`src/rtl/pdma_pkg.sv`:
```
package pdma_pkg;

    localparam int LINE_W    = 4;
    localparam int NUM_LINES = (1 << LINE_W) - 1;

    // bits software may write directly (status bits handled separately)
    localparam logic [31:0] CTRL_WMASK = 32'h0F3F_77EC;

    localparam logic [1:0] OFS_SRC = 2'd0;
    localparam logic [1:0] OFS_DST = 2'd1;
    localparam logic [1:0] OFS_CNT = 2'd2;
    localparam logic [1:0] OFS_CTL = 2'd3;

    typedef struct packed {
        logic [3:0]        rsv_hi;
        logic [LINE_W-1:0] src_line;
        logic [1:0]        rsv_w;
        logic [1:0]        width;
        logic [LINE_W-1:0] dst_line;
        logic              rsv_d;
        logic [2:0]        dst_step;
        logic              rsv_s;
        logic [2:0]        src_step;
        logic              dst_mem;
        logic              src_mem;
        logic              err_ie;
        logic              err_st;
        logic              burst;
        logic              fin_ie;
        logic              fin_st;
        logic              en;
    } ctrl_t;

    typedef enum logic [1:0] {
        ST_IDLE,
        ST_WAIT,
        ST_READ,
        ST_WRITE
    } eng_state_t;

    function automatic logic signed [3:0] step_amt(input logic [2:0] code);
        case (code)
            3'b001:  return 4'sd1;
            3'b010:  return 4'sd2;
            3'b011:  return 4'sd4;
            3'b101:  return -4'sd1;
            3'b110:  return -4'sd2;
            3'b111:  return -4'sd4;
            default: return 4'sd0;
        endcase
    endfunction

endpackage

```
`src/rtl/pdma_regs.sv`:
```
module pdma_regs
    import pdma_pkg::*;
#(
    parameter int ADDR_W = 32,
    parameter int CNT_W  = 24
) (
    input  logic              clk,
    input  logic              rst,
    input  logic              wr_en,
    input  logic [1:0]        idx,
    input  logic [31:0]       wdata,
    output logic [31:0]       rdata,
    input  logic              busy,
    input  logic              beat_done,
    input  logic              cyc_done,
    input  logic              bus_err,
    output logic [ADDR_W-1:0] src_addr,
    output logic [ADDR_W-1:0] dst_addr,
    output logic [CNT_W-1:0]  cnt,
    output ctrl_t             ctrl
);

    logic [ADDR_W-1:0] src_n, dst_n;
    logic [CNT_W-1:0]  cnt_n;
    ctrl_t             ctrl_n, ctrl_w;

    function automatic logic [ADDR_W-1:0] sext(input logic signed [3:0] a);
        return {{(ADDR_W-4){a[3]}}, a};
    endfunction

    always_comb begin
        src_n  = src_addr;
        dst_n  = dst_addr;
        cnt_n  = cnt;
        ctrl_n = ctrl;
        ctrl_w = ctrl_t'(wdata & CTRL_WMASK);

        if (wr_en) begin
            case (idx)
                OFS_SRC: if (!busy) src_n = wdata[ADDR_W-1:0];
                OFS_DST: if (!busy) dst_n = wdata[ADDR_W-1:0];
                OFS_CNT: if (!busy) cnt_n = wdata[CNT_W-1:0];
                default: begin
                    if (busy) begin
                        // only stop and interrupt enables change mid-run
                        ctrl_n.en     = ctrl.en & wdata[0];
                        ctrl_n.fin_ie = wdata[2];
                        ctrl_n.err_ie = wdata[5];
                    end else begin
                        ctrl_n    = ctrl_w;
                        ctrl_n.en = wdata[0];
                        if (wdata[0] && cnt == '0) begin
                            ctrl_n.en     = 1'b0;
                            ctrl_n.fin_st = 1'b1;
                        end
                    end
                    if (!(wdata[0] && !busy && cnt == '0))
                        ctrl_n.fin_st = ctrl.fin_st & wdata[1];
                    ctrl_n.err_st = ctrl.err_st & wdata[4];
                end
            endcase
        end

        // engine events take priority over software writes
        if (beat_done) begin
            src_n = src_addr + sext(step_amt(ctrl.src_step));
            dst_n = dst_addr + sext(step_amt(ctrl.dst_step));
        end
        if (cyc_done) begin
            cnt_n = cnt - 1'b1;
            if (cnt == CNT_W'(1)) begin
                ctrl_n.fin_st = 1'b1;
                ctrl_n.en     = 1'b0;
            end
        end
        if (bus_err) begin
            ctrl_n.err_st = 1'b1;
            ctrl_n.en     = 1'b0;
        end
    end

    always_ff @(posedge clk) begin
        if (rst) begin
            src_addr <= '0;
            dst_addr <= '0;
            cnt      <= '0;
            ctrl     <= '0;
        end else begin
            src_addr <= src_n;
            dst_addr <= dst_n;
            cnt      <= cnt_n;
            ctrl     <= ctrl_n;
        end
    end

    always_comb begin
        case (idx)
            OFS_SRC: rdata = 32'(src_addr);
            OFS_DST: rdata = 32'(dst_addr);
            OFS_CNT: rdata = 32'(cnt);
            default: rdata = ctrl;
        endcase
    end

endmodule

```
`src/rtl/pdma_handshake.sv`:
```
module pdma_handshake
    import pdma_pkg::*;
(
    input  logic                 clk,
    input  logic                 rst,
    input  logic [LINE_W-1:0]    src_line,
    input  logic [LINE_W-1:0]    dst_line,
    input  logic [NUM_LINES-1:0] dreq,
    input  logic                 cyc_done,
    output logic                 ready,
    output logic [NUM_LINES-1:0] grant
);

    logic [NUM_LINES-1:0] sel;

    generate
        for (genvar g = 0; g < NUM_LINES; g++) begin : g_line
            assign sel[g] = (src_line == LINE_W'(g + 1)) ||
                            (dst_line == LINE_W'(g + 1));
        end
    endgenerate

    // every selected line must be requesting; no selection means free-running
    assign ready = &(dreq | ~sel);

    always_ff @(posedge clk) begin
        if (rst)
            grant <= '0;
        else
            grant <= cyc_done ? sel : '0;
    end

endmodule

```
`src/rtl/pdma_engine.sv`:
```
module pdma_engine
    import pdma_pkg::*;
#(
    parameter int ADDR_W      = 32,
    parameter int BURST_BEATS = 4,
    localparam int BEAT_W     = (BURST_BEATS > 1) ? $clog2(BURST_BEATS) : 1
) (
    input  logic              clk,
    input  logic              rst,
    input  logic              en,
    input  logic              burst,
    input  logic [ADDR_W-1:0] src_addr,
    input  logic [ADDR_W-1:0] dst_addr,
    input  logic              src_mem,
    input  logic              dst_mem,
    input  logic [1:0]        width,
    input  logic              ready,
    input  logic              m_ack,
    input  logic              m_err,
    input  logic [31:0]       m_rdata,
    output logic              m_req,
    output logic              m_we,
    output logic [ADDR_W-1:0] m_addr,
    output logic [31:0]       m_wdata,
    output logic [1:0]        m_size,
    output logic              m_mem,
    output logic              beat_done,
    output logic              cyc_done,
    output logic              bus_err,
    output logic              idle
);

    eng_state_t        state_q, state_n;
    logic [BEAT_W-1:0] beat_q, beat_n;
    logic [31:0]       data_q;
    logic              ack, last_beat;

    assign m_req   = (state_q == ST_READ) || (state_q == ST_WRITE);
    assign m_we    = (state_q == ST_WRITE);
    assign m_addr  = m_we ? dst_addr : src_addr;
    assign m_mem   = m_we ? dst_mem : src_mem;
    assign m_size  = width;
    assign m_wdata = data_q;
    assign idle    = (state_q == ST_IDLE);

    assign ack       = m_req && m_ack;
    assign bus_err   = ack && m_err;
    assign beat_done = (state_q == ST_WRITE) && ack && !m_err;
    assign last_beat = !burst || (beat_q == BEAT_W'(BURST_BEATS - 1));
    assign cyc_done  = beat_done && last_beat;

    always_comb begin
        state_n = state_q;
        beat_n  = beat_q;
        case (state_q)
            ST_IDLE: begin
                beat_n = '0;
                if (en) state_n = ST_WAIT;
            end
            ST_WAIT: begin
                if (!en)        state_n = ST_IDLE;
                else if (ready) state_n = ST_READ;
            end
            ST_READ: begin
                if (ack) state_n = (m_err || !en) ? ST_IDLE : ST_WRITE;
            end
            default: begin
                if (ack) begin
                    if (m_err || !en) begin
                        state_n = ST_IDLE;
                    end else if (last_beat) begin
                        state_n = ST_WAIT;
                        beat_n  = '0;
                    end else begin
                        state_n = ST_READ;
                        beat_n  = beat_q + 1'b1;
                    end
                end
            end
        endcase
    end

    always_ff @(posedge clk) begin
        if (rst) begin
            state_q <= ST_IDLE;
            beat_q  <= '0;
            data_q  <= '0;
        end else begin
            state_q <= state_n;
            beat_q  <= beat_n;
            if (state_q == ST_READ && ack && !m_err)
                data_q <= m_rdata;
        end
    end

endmodule

```
`src/rtl/pdma_channel.sv`:
```
module pdma_channel
    import pdma_pkg::*;
#(
    parameter int ADDR_W      = 32,
    parameter int CNT_W       = 24,
    parameter int BURST_BEATS = 4
) (
    input  logic                 clk,
    input  logic                 rst,
    input  logic                 psel,
    input  logic                 penable,
    input  logic                 pwrite,
    input  logic [3:0]           paddr,
    input  logic [31:0]          pwdata,
    output logic [31:0]          prdata,
    output logic                 m_req,
    output logic                 m_we,
    output logic [ADDR_W-1:0]    m_addr,
    output logic [31:0]          m_wdata,
    output logic [1:0]           m_size,
    output logic                 m_mem,
    input  logic                 m_ack,
    input  logic                 m_err,
    input  logic [31:0]          m_rdata,
    input  logic [NUM_LINES-1:0] dreq,
    output logic [NUM_LINES-1:0] grant,
    output logic                 irq
);

    ctrl_t             ctrl;
    logic [ADDR_W-1:0] src_addr, dst_addr;
    logic [CNT_W-1:0]  cnt;
    logic              beat_done, cyc_done, bus_err, idle, ready, busy, wr_en;
    logic              ctl_en, ctl_fin;
    logic              unused_paddr;

    assign unused_paddr = ^paddr[1:0];
    assign wr_en   = psel && penable && pwrite;
    assign busy    = ctrl.en || !idle;
    assign ctl_en  = ctrl.en;
    assign ctl_fin = ctrl.fin_st;
    assign irq     = (ctrl.fin_st && ctrl.fin_ie) || (ctrl.err_st && ctrl.err_ie);

    pdma_regs #(
        .ADDR_W (ADDR_W),
        .CNT_W  (CNT_W)
    ) u_regs (
        .clk       (clk),
        .rst       (rst),
        .wr_en     (wr_en),
        .idx       (paddr[3:2]),
        .wdata     (pwdata),
        .rdata     (prdata),
        .busy      (busy),
        .beat_done (beat_done),
        .cyc_done  (cyc_done),
        .bus_err   (bus_err),
        .src_addr  (src_addr),
        .dst_addr  (dst_addr),
        .cnt       (cnt),
        .ctrl      (ctrl)
    );

    pdma_handshake u_hs (
        .clk      (clk),
        .rst      (rst),
        .src_line (ctrl.src_line),
        .dst_line (ctrl.dst_line),
        .dreq     (dreq),
        .cyc_done (cyc_done),
        .ready    (ready),
        .grant    (grant)
    );

    pdma_engine #(
        .ADDR_W      (ADDR_W),
        .BURST_BEATS (BURST_BEATS)
    ) u_eng (
        .clk       (clk),
        .rst       (rst),
        .en        (ctrl.en),
        .burst     (ctrl.burst),
        .src_addr  (src_addr),
        .dst_addr  (dst_addr),
        .src_mem   (ctrl.src_mem),
        .dst_mem   (ctrl.dst_mem),
        .width     (ctrl.width),
        .ready     (ready),
        .m_ack     (m_ack),
        .m_err     (m_err),
        .m_rdata   (m_rdata),
        .m_req     (m_req),
        .m_we      (m_we),
        .m_addr    (m_addr),
        .m_wdata   (m_wdata),
        .m_size    (m_size),
        .m_mem     (m_mem),
        .beat_done (beat_done),
        .cyc_done  (cyc_done),
        .bus_err   (bus_err),
        .idle      (idle)
    );

endmodule

```
`config.mk`:
```
export PLATFORM = sky130hd
export DESIGN_NAME = pdma_channel
export DESIGN_NICKNAME = d
export VERILOG_FILES = /design/src/rtl/pdma_pkg.sv /design/src/rtl/pdma_regs.sv /design/src/rtl/pdma_handshake.sv /design/src/rtl/pdma_engine.sv /design/src/rtl/pdma_channel.sv
export SDC_FILE = /design/constraint.sdc
export NUM_CORES = 1
export LEC_CHECK = 0
export BUFFER_PORTS_ARGS = -buffer_cell sky130_fd_sc_hd__buf_2
export CAP_MARGIN = 40
export CORE_UTILIZATION = 52
export DETAILED_ROUTE_END_ITERATION = 16
export PLACE_DENSITY = 0.78
export SLEW_MARGIN = 25
export SYNTH_ARGS = -nofsm -noshare
export SYNTH_HDL_FRONTEND = slang
export SYNTH_HIERARCHICAL = 1
export SYNTH_SLANG_ARGS = --single-unit
```
`constraint.sdc`:
```
create_clock -name clk -period 3.5 [get_ports clk]
set_input_delay 0.35 -clock clk [delete_from_list [all_inputs] [get_ports clk]]
set_output_delay 0.35 -clock clk [all_outputs]
set_load 0.005 [all_outputs]
```
==> run metrics, run 1 <==
Total Routing Usage GR 31.0%; H-tree depth 4; worst-margin pin slew 0.795 ns; clk sink count 163; first-pass GRT wire length 55.4 mm; Clk Latency, worst-skew pair 0.44 ns; PortBufs 204; NumNets Final approximately 1700; Floorplan Core Area 21900 um^2; Max rail drop VDD 0.000289 V; Area Overhead vs Synth 16.3%; chip width around 150 um; Max-Cap Viols 0; CP Capture Type flop; io pins about 210; initial antenna violation count 0; Arr. time, crit path between 3 and 4 ns; Routed WL per cell between 15 and 20 um; Post-Syn Area between 10000 and 15000 um^2; Slew Viols, Final 0; # diodes 0; pin count of the biggest net entering global routing 129; row count 54; status finished, final reports clean; vias in the first global route roughly 11000; RSZ-0062 raised after global routing no; CTS tree built; routability congestion estimate 0.984; DRC Markers 0; Final Cell Area between 10000 and 15000 um^2; Worst Setup Path Type reg2reg; share of cells above drive strength 1 21.6%; CP Max Fanout 6; Cells after Synth around 1400; Antenna Nets Post-Route 0; Final TNS setup 0 ns; worst min path class in2reg; CTS max path bufs 2; hold_buf cts 0; final cycle utilization of the critical path 96.6%; Post-CTS Setup Inserts 0; via count between 10000 and 15000; fin cells 1877; Total Wirelength 36.3 mm; Initial DRC Count 901; Avg Synthesized Cell Area 8.17 um^2; Slew HR 46.8%; post_cts resized 0; Pwr Density 307 nW/um^2; dpl cells 1845; Root Driver clkbuf_16; final setup vio count 0; Worst Skew 0.0163 ns; hpwl dp 27.1 mm; post-route minimum period 3.38 ns; routed vias/inst ~6.2; WP data required 3.81 ns; DR pass1 iterations 8; Synth Warn # 6; Peak Freq 296 MHz; Hold Vio Cnt, Final 0; Tot Pwr 4150 uW; Net Count, Synth 1584; placed cell area between 10000 and 15000 um^2; Clock transition at path regs ~0.07 ns; hold_ws 0.151 ns; Overflow after GRT 0; Num CTS Buffers 17; Die Span Y 151 um; die area 22900 um^2; initial core utilization between 50% and 60%; startpoint class of the critical path flop; Leak 0.00589 uW
state kept, by name, summed over array words and instances (netlist names):
name and cells:
u_eng/m_wdata 32, u_regs/dst_addr 32, u_regs/src_addr 32, u_regs/cnt 24, u_regs/ctrl 24, u_hs/grant 15
u_eng/beat_q 2, u_eng/state_q 2
worst max-delay path: stages, from the launching register on:
cell and delay (ns):
dfxtp_1 0.42, nor2b_1 0.24, nand2_1 0.10, o21a_1 0.16
inv_1 0.07, ha_1 0.23, a211oi_1 0.34, o21bai_1 0.17
a21o_1 0.22, o21ai_0 0.31, a21oi_1 0.15, o21ai_1 0.27
nor4_1 0.09, or4_1 0.47
cell usage in the layout (no fill, tap or decap), drive strengths merged, types with 33 or more instances in the layout:
cell	instances
a211oi	61
a21o	34
a21oi	151
buf	233
dfxtp	163
ha	70
inv	37
mux2	33
mux2i	63
nand2	165
nor2	110
nor2b	38
o21ai	56
where the power goes:
| part | switching (uW) | internal, uW | total (uW) |
|---|---|---|---|
| clock network | 926 | 972 | 1900 |
| registers | 28.2 | 1870 | 1900 |
| logic | 212 | 143 | 355 |
| total | 1170 | 2990 | 4150 |
layer usage:
layer  GRT usage (%)  wire length (um)
met2            49.9             16600
met4            13.4              1180
met3            7.04              3360
met5               0                 0
met1            39.6             15100
final timing paths:
check | startpoint | endpoint | slack (ns) | cells after the start
hold reg to reg | u_eng/m_wdata[30] | u_eng/m_wdata[30] | 0.45 | 2
setup / recovery | u_regs/ctrl[8] | u_regs/src_addr[31] | 0.12 | 13
setup reg to reg | u_regs/ctrl[8] | u_regs/src_addr[31] | 0.12 | 13
hold / removal | m_rdata[19] | u_eng/m_wdata[19] | 0.15 | 3
final cells by class:
class,count,area [um^2]
Clock buffer,17,425
Clock inverter,15,180
Inverter,30,113
Sequential cell,163,3260
Tap cell,280,350
Fill cell,1933,8380
Multi-Input combinational cell,1139,7880
Timing Repair Buffer,233,1310
metrics by stage:
stage               util, %  setup WS [ns]
finish                 61.7          0.120
CTS                    61.7          0.154
global route           61.7         0.0122
floorplan                 -          0.181
detailed placement     59.0          0.176
global placement       58.8          0.252
No activity file was read; power rests on OpenSTA's default activity.
==> run 2, diff against run 1 <==
- ABC_CLOCK_PERIOD_IN_PS: not set -> 3500
- CORE_ASPECT_RATIO: not set -> 2
==> run metrics, run 2 (synthesis results as in run 1) <==
Slowest-stage cell, CP or3_1; Root Driver clkbuf_16; final cycle utilization of the critical path 97.0%; CP top delay family compound AO/OA/AOI/OAI gates; Peak Freq 295 MHz; WP data required 3.83 ns; Max-Cap Viols 0; vias in the first global route 11401; Leak 0.00591 uW; Slew HR between 40% and 50%; via count between 10000 and 15000; Area Overhead vs Synth 16.4%; routed vias/inst 6.37; Total Routing Usage GR 32.4%; CP Max Fanout 10; Routed WL per cell 20.0 um; H-tree depth 4; status finished, final reports clean; row count 77; # diodes 0; Total Wirelength approximately 38 mm; highest cell delay on the worst timing path 0.37 ns; most common cell after layout, fill and taps aside buf_2; Tot Pwr 4040 uW; routability congestion estimate 0.975; RSZ-0062 raised after global routing yes; CP Capture Type flop; worst min path class in2reg; Floorplan Core Area 22000 um^2; hpwl dp 28.7 mm; share of cells above drive strength 1 22.4%; worst-margin pin slew 0.754 ns; io pins 207; NumNets Final between 1500 and 2000; chip width 108 um; Max rail drop VDD between 0.0003 and 0.0004 V; Slew Viols, Final 0; pin count of the biggest net entering global routing 64; hold_buf cts 0; most frequent cell on the critical path buf_4; PortBufs 204; Num CTS Buffers 17; CP cell instances o21ai_0 > buf_4 > inv_1 > buf_4 > ha_1 > a21o_1 > a31o_1 > a2111o_1 > or3_1 > a41o_1 > a21oi_2 > mux2i_1 > o211ai_1; first-pass GRT wire length 57.3 mm; CTS tree built; startpoint class of the critical path flop; post-route minimum period 3.39 ns; post-layout util 61.5%; initial core utilization 52.9%; most frequent cells in the layout 203 x buf_2, 165 x nand2_1, 163 x dfxtp_1; die area 23000 um^2; Critical path buffers and inverters 3; Hold Vio Cnt, Final 0; clk sink count around 160; DR pass1 iterations 7; CTS max path bufs 2; Overflow after GRT 0; final setup vio count 0; Clock transition at path regs 0.07 ns; Pwr Density 299 nW/um^2; DRC Markers 0; Worst Setup Path Type reg2reg; Die Span Y 213 um; Initial DRC Count 890; Worst Skew 0.0146 ns; Arr. time, crit path 3.72 ns; FILL cells 1954; initial antenna violation count 0; Clk Latency, worst-skew pair ~0.45 ns; Antenna Nets Post-Route 0
## run 2: changes by cell type in the layout (fill, tap and decap cells not counted), moves of 2 or more
cell / before / now
clkinv_4: 2 / 6
buf_6: 2 / 0
buf_12: 4 / 2
inv_6: 2 / 4
ha_2: 1 / 3
clkinv_2: 0 / 2
buf_4: 23 / 38
ha_1: 69 / 67
clkinv_8: 4 / 0
inv_8: 5 / 2
## run 2: area by class of cell
| type | instances | area (um^2) | share of cell area [%] |
|---|---|---|---|
| multi-input combinational | 1139 | 7890 | 58.4 |
| sequential | 163 | 3260 | 24.1 |
| timing repair buffer | 244 | 1360 | 10.0 |
| clock buffer | 17 | 425 | 3.15 |
| tap | 276 | 345 | 2.55 |
| clock inverter | 15 | 128 | 0.944 |
| inverter | 30 | 113 | 0.833 |
## run 2: stage by stage
| stage | setup WS, ns | area (um^2) | hold slack [ns] | cells | setup TNS [ns] |
|---|---|---|---|---|---|
| 2_1_floorplan | 0.181 | 11600 | 0.442 | 1422 | 0 |
| 3_3_place_gp | 0.179 | 12900 | 0.439 | 1851 | 0 |
| 3_5_place_dp | 0.151 | 13000 | 0.443 | 1852 | 0 |
| 4_1_cts | 0.114 | 13500 | 0.128 | 1884 | 0 |
| 5_1_grt | -0.0543 | 13500 | 0.130 | 1884 | -0.0550 |
| 6_report | 0.106 | 13500 | 0.142 | 1884 | 0 |
## run 2: what timing repair did
action / 4_1_cts / 5_1_grt
resized for setup: 0 / 5
setup buffers: 0 / 0
endpoints found under the setup margin: 0 / 7
## run 2: power breakdown
part / internal [uW] / total [uW] / switching [uW]
Combinational: 146 / 363 / 217
Clock: 928 / 1780 / 852
Sequential: 1870 / 1900 / 27.2
## run 2: worst paths after layout
| path | depth (start not counted) | from | to | slack, ns |
|---|---|---|---|---|
| worst max register to register | 13 | u_regs/ctrl[8] | u_regs/src_addr[30] | 0.11 |
| worst min-delay path | 3 | m_rdata[9] | u_eng/m_wdata[9] | 0.14 |
| worst min register to register | 2 | u_eng/m_wdata[0] | u_eng/m_wdata[0] | 0.45 |
| worst max-delay path | 13 | u_regs/ctrl[8] | u_regs/src_addr[30] | 0.11 |
## run 2: layer usage
metal	wire length [um]	GRT usage (%)	share of wire, %
met5	0	0	0
met4	2430	22.0	6.5
met3	2540	5.99	6.8
met2	19400	59.1	51
met1	13300	33.0	35
## run 2: worst min-delay path, delay by kind of cell
kind            cells  cell delay [ns]
compound gates      1             0.05
simple gates        1             0.04
buf+inv             1             0.09
